===== config.mk =====
export PLATFORM = sky130hd
export DESIGN_NAME = cap_timer
export DESIGN_NICKNAME = d
export VERILOG_FILES = /design/src/rtl/cap_timer_pkg.sv /design/src/rtl/cap_sync_edge.sv /design/src/rtl/cap_window.sv /design/src/rtl/cap_slot.sv /design/src/rtl/cap_timer.sv
export SDC_FILE = /design/constraint.sdc
export NUM_CORES = 1
export LEC_CHECK = 0
export ABC_AREA = 1
export ABC_CLOCK_PERIOD_IN_PS = 2700
export BUFFER_PORTS_ARGS = -buffer_cell sky130_fd_sc_hd__buf_4
export CORE_MARGIN = 1.5
export CORE_UTILIZATION = 58
export CTS_BUF_LIST = sky130_fd_sc_hd__clkbuf_16
export CTS_CLUSTER_DIAMETER = 40
export DETAILED_ROUTE_END_ITERATION = 12
export GPL_ROUTABILITY_DRIVEN = 0
export HOLD_SLACK_MARGIN = 0.15
export PLACE_DENSITY = 0.78
export SLEW_MARGIN = 20
export SYNTH_ARGS = -nofsm -noshare
export SYNTH_HDL_FRONTEND = slang
export SYNTH_HIERARCHICAL = 1
export SYNTH_SLANG_ARGS = --single-unit
export TNS_END_PERCENT = 100

===== constraint.sdc =====
create_clock -name clk -period 2.7 [get_ports clk]
set_input_delay 0.27 -clock clk [delete_from_list [all_inputs] [get_ports clk]]
set_output_delay 0.27 -clock clk [all_outputs]
set_load 0.01 [all_outputs]

===== src/rtl/cap_timer_pkg.sv =====
package cap_timer_pkg;

    localparam int BUS_W  = 8;
    localparam int DATA_W = 8;
    localparam int PS_W   = 3;
    localparam int N_EV   = 4;

    localparam logic [BUS_W-1:0] OFS_CAP0 = 8'h40;
    localparam logic [BUS_W-1:0] OFS_CFG  = 8'h44;
    localparam logic [BUS_W-1:0] OFS_STAT = 8'h45;

    typedef struct packed {
        logic            keep_first;
        logic [PS_W-1:0] scale;
        logic [N_EV-1:0] irq_en;
    } setup_t;

    function automatic logic [BUS_W-1:0] status_byte(input logic [N_EV-1:0] f);
        logic [BUS_W-1:0] b;
        b = '0;
        b[N_EV-1:0] = f;
        return b;
    endfunction

endpackage


===== src/rtl/cap_sync_edge.sv =====
module cap_sync_edge #(
    parameter int SYNC_N = 2
) (
    input  logic clk,
    input  logic rst,
    input  logic pin,
    output logic rise,
    output logic fall
);
    logic [SYNC_N:0] chain_q;

    always_ff @(posedge clk) begin
        if (rst) chain_q <= '0;
        else     chain_q <= {chain_q[SYNC_N-1:0], pin};
    end

    assign rise =  chain_q[SYNC_N-1] & ~chain_q[SYNC_N];
    assign fall = ~chain_q[SYNC_N-1] &  chain_q[SYNC_N];
endmodule


===== src/rtl/cap_window.sv =====
module cap_window #(
    parameter int CNT_W  = 12,
    parameter int DATA_W = 8,
    parameter int PS_W   = 3
) (
    input  logic              clk,
    input  logic              rst,
    input  logic [PS_W-1:0]   scale,
    output logic [CNT_W-1:0]  cnt_q,
    output logic [DATA_W-1:0] win
);
    localparam int SHIFT_MAX = CNT_W - DATA_W;
    localparam int PS_BASE   = (1 << PS_W) - 1 - SHIFT_MAX;

    logic [CNT_W-1:0] shifted;
    int               sh;

    always_ff @(posedge clk) begin
        if (rst) cnt_q <= '0;
        else     cnt_q <= cnt_q + 1'b1;
    end

    always_comb begin
        sh      = (int'(scale) > PS_BASE) ? int'(scale) - PS_BASE : 0;
        shifted = cnt_q >> sh;
        win     = shifted[DATA_W-1:0];
    end
endmodule


===== src/rtl/cap_slot.sv =====
module cap_slot #(
    parameter int DATA_W = 8
) (
    input  logic              clk,
    input  logic              rst,
    input  logic              ev,
    input  logic              clr,
    input  logic              keep_first,
    input  logic [DATA_W-1:0] win,
    output logic [DATA_W-1:0] data_q,
    output logic              flag_q
);
    logic take;
    assign take = ev & (~keep_first | ~flag_q);

    always_ff @(posedge clk) begin
        if (rst) begin
            data_q <= '0;
            flag_q <= 1'b0;
        end else begin
            if (take) data_q <= win;
            if (ev)       flag_q <= 1'b1;
            else if (clr) flag_q <= 1'b0;
        end
    end
endmodule


===== src/rtl/cap_timer.sv =====
module cap_timer
    import cap_timer_pkg::*;
#(
    parameter int CNT_W  = 12,
    parameter int SYNC_N = 2
) (
    input  logic             clk,
    input  logic             rst,
    input  logic             cap_a,
    input  logic             cap_b,
    input  logic             wr_en,
    input  logic             rd_en,
    input  logic [BUS_W-1:0] addr,
    input  logic [BUS_W-1:0] wdata,
    output logic [BUS_W-1:0] rdata,
    output logic             irq_a,
    output logic             irq_b
);
    localparam int N_CH = N_EV / 2;

    setup_t                       setup_q;
    logic [CNT_W-1:0]             cnt_q;
    logic [DATA_W-1:0]            win;
    logic [N_EV-1:0]              ev;
    logic [N_EV-1:0]              clr;
    logic [N_EV-1:0]              flag_q;
    logic [N_EV-1:0][DATA_W-1:0]  cap_q;
    logic [N_CH-1:0]              pins;
    logic [N_CH-1:0]              irq;

    assign pins = {cap_b, cap_a};

    always_ff @(posedge clk) begin
        if (rst)                          setup_q <= '0;
        else if (wr_en && addr == OFS_CFG) setup_q <= setup_t'(wdata);
    end

    cap_window #(.CNT_W(CNT_W), .DATA_W(DATA_W), .PS_W(PS_W)) u_win (
        .clk(clk), .rst(rst), .scale(setup_q.scale), .cnt_q(cnt_q), .win(win)
    );

    for (genvar c = 0; c < N_CH; c++) begin : g_ch
        cap_sync_edge #(.SYNC_N(SYNC_N)) u_sync (
            .clk(clk), .rst(rst), .pin(pins[c]),
            .rise(ev[2*c]), .fall(ev[2*c+1])
        );
        assign irq[c] = |(flag_q[2*c +: 2] & setup_q.irq_en[2*c +: 2]);
    end

    for (genvar i = 0; i < N_EV; i++) begin : g_slot
        assign clr[i] = rd_en && (addr == OFS_CAP0 + BUS_W'(i));
        cap_slot #(.DATA_W(DATA_W)) u_slot (
            .clk(clk), .rst(rst), .ev(ev[i]), .clr(clr[i]),
            .keep_first(setup_q.keep_first), .win(win),
            .data_q(cap_q[i]), .flag_q(flag_q[i])
        );
    end

    always_comb begin
        rdata = '0;
        if (addr == OFS_CFG)  rdata = setup_q;
        if (addr == OFS_STAT) rdata = status_byte(flag_q);
        for (int i = 0; i < N_EV; i++)
            if (addr == OFS_CAP0 + BUS_W'(i)) rdata = cap_q[i];
    end

    assign irq_a = irq[0];
    assign irq_b = irq[1];
endmodule


==> results.yml <==
timing:
  post-route-period-util_pct: 71.86
  slew-limit-headroom_pct: 56.51
  hold_violations: 0
  fin_setup_tns_ns: 0
  rsz0062_at_grt: "no"
  report.final.slew_viol_count: 0
  max_freq_mhz: 515.4
  worst_pin_slew_ns: 0.6487
  holdWs_ns: 0.2292
  skew_ns: 0.006236
  finalSetupViolations: 0
  layout_min_cycle_time_ns: 1.940
setup_path:
  crit_path_start_kind: "register"
  timing.rr.end: "g_slot[3].u_slot/data_q[1]"
  worst_setup_path_end_kind: "register"
  r2r_start: "setup_q[4]"
  crit_fanout: 10
  regToRegSetupSlack_ns: 0.76
  crit_required_ns: 2.92
  critPathLaunch: "setup_q[4]"
  reg2reg_depth: 11
  worstPathArrival_ns: 2.16
  crit_type: "reg2reg"
drt:
  drt_iter0_markers: 308
  drt-vias-per-instance: 5.550
  post_drt_wl_per_cell_um: 13.44
  via_count: 3691
  postRouteAntennaNets: 0
  drc: 0
  firstDrtPassIters: 6
  wirelength_um: 8937
grt:
  overflow: 0
  grt.total_usage_pct: 28.48
  grt_pass1_wl_um: 14430
  first_global_vias: 3156
  grt_max_degree: 30
  grt_antenna_before_repair: 0
synth:
  yosysSeqAreaShare_pct: 34.44
  ys_types: 28
  synth_fp_nets: 580
  synth_area_sq_um: 3603
  yosys.area.top_type: "dfxtp_1"
  synth.avg_cell_area_sq_um: 6.481
  synthTopCellsByArea: "dfxtp_1, nand3_1, nand2_1"
  synthCells: 556
  synth-seq-cells: 62
  netlist.area_leader.share_pct: 34.44
  ys_warn_count: 6
final_layout:
  final_common_cell: "nand2_1"
  final_util_pct: 69.31
  final_cells: 665
  area_growth_pct: 14.55
  fin_nets: 609
  drive_above_1_share_pct: 13.90
  diodes: 0
  final_cell_mix: "nand2_1, nand3_1, inv_1"
floorplanning:
  die_area_sq_um: 6695
  ios: 32
  num_rows: 28
  die_w_um: 81.82
  core_sq_um: 5956
  fp.dieH_um: 81.82
  start_util_pct: 60.50
hold_path:
  whs_endpoint: "setup_q[7]"
  hold_class: "in2reg"
  hold_start: "wdata[7]"
  hold_depth: 3
power_and_ir_drop:
  power_uw: 2323
  leakage_uw: 0.001790
  ir_drop_mv: 0.4262
  p_per_area_nw_per_um2: 562.9
clock_tree:
  clock_path_buffers: 2
  root_buffer: "clkbuf_16"
  clk_pin_slew_ns: 0.05
  postCtsSetupBuffers: 0
  numCtsBuffers: 9
  htreeDepth: 3
  numClockSinks: 62
  insertion_delay_ns: 0.33
  cts_tree: "yes"
placed_design:
  dp_cells: 647
  dp_hpwl_um: 6061
  io_buffers: 31
outcome:
  outcome: "finished clean"
flow_run:
  cap_violations: 0
repair_timing:
item | CTS | global route
hold buffers | 2 | 0
gates resized for setup | 0 | 0
endpoints found under the hold margin | 2 | 0
layer usage:
metal	GRT usage [%]	up-vias	routed length [um]
li1	-	1844	-
met3	5.111	26	528
met2	47.13	148	4260
met1	35.86	1673	3916
met5	0	-	0
met4	13.05	0	231
synthesized netlist by cell type:
cell type / n
a21oi_1: 52
a22o_1: 2
buf_1: 1
buf_2: 4
buf_4: 4
buf_6: 10
clkbuf_1: 1
clkbuf_2: 1
clkinv_1: 3
dfxtp_1: 62
ha_1: 2
inv_1: 74
inv_2: 6
nand2_1: 118
nand2_2: 10
nand3_1: 92
nand3_2: 9
nand3b_1: 1
nand4_1: 16
nor2_1: 71
nor2_2: 3
nor2_4: 1
nor2_8: 2
nor3_1: 3
nor3_2: 2
nor4_1: 2
o21a_1: 2
o21ai_0: 2
worst max path at each step:
stage	endpoint	cells past startpoint
after detailed placement	g_slot[3].u_slot/data_q[1]	11
after global placement	rdata[7]	9
after global routing	g_slot[3].u_slot/data_q[1]	11
final	g_slot[3].u_slot/data_q[1]	11
after CTS	g_slot[3].u_slot/data_q[1]	11
after floorplan	g_slot[0].u_slot/data_q[1]	11
registers in the layout, summed over array words and instances (netlist names):
register              count
g_ch.u_sync/chain_q       6
g_slot.u_slot/data_q     32
g_slot.u_slot/flag_q      4
setup_q                   8
u_win/cnt_q              12
cell families (layout without fill, tap and decap cells):
family | count (synthesis) | after routing | synth area share [%]
AOI/OAI and AO/OA | 58 | 58 | 8.403
adders and majority gates | 2 | 2 | 0.6943
buffers and inverters | 104 | 138 | 13.51
DFF | 62 | 62 | 34.44
and+or+nand+nor | 330 | 330 | 42.95
cell type report:
cell class / instances / area [sq um]
fill: 534 / 1828
clock buffer: 9 / 225.2
clock inverter: 7 / 82.58
multi-input combinational: 390 / 1876
inverter: 83 / 311.5
tap: 75 / 93.84
sequential: 62 / 1241
timing repair buffer: 39 / 297.8
critical path, stage by stage, from the launching register on:
cell and delay (ns):
dfxtp_1 0.51, ha_1 0.32, nand2_2 0.19, inv_2 0.12
nand3_1 0.12, nand2_1 0.06, nand2_1 0.05, nand2_1 0.13
inv_1 0.11, nand3_2 0.08, nand2_1 0.09, nor2_1 0.04
stage by stage:
step           instance area [sq um]  setup slack (ns)
2_1_floorplan                   3603             1.082
3_3_place_gp                    3800            0.8641
3_5_place_dp                    3800            0.8478
4_1_cts                         4128            0.7786
5_1_grt                         4128            0.5831
6_report                        4128            0.7598
where the power goes:
group | internal (uW) | switching [uW] | leakage (uW)
clock | 793 | 390 | 0.000157
sequential | 946 | 20.7 | 0.000504
combinational | 69.3 | 104 | 0.00113
Power figures use the tool's default switching activity.
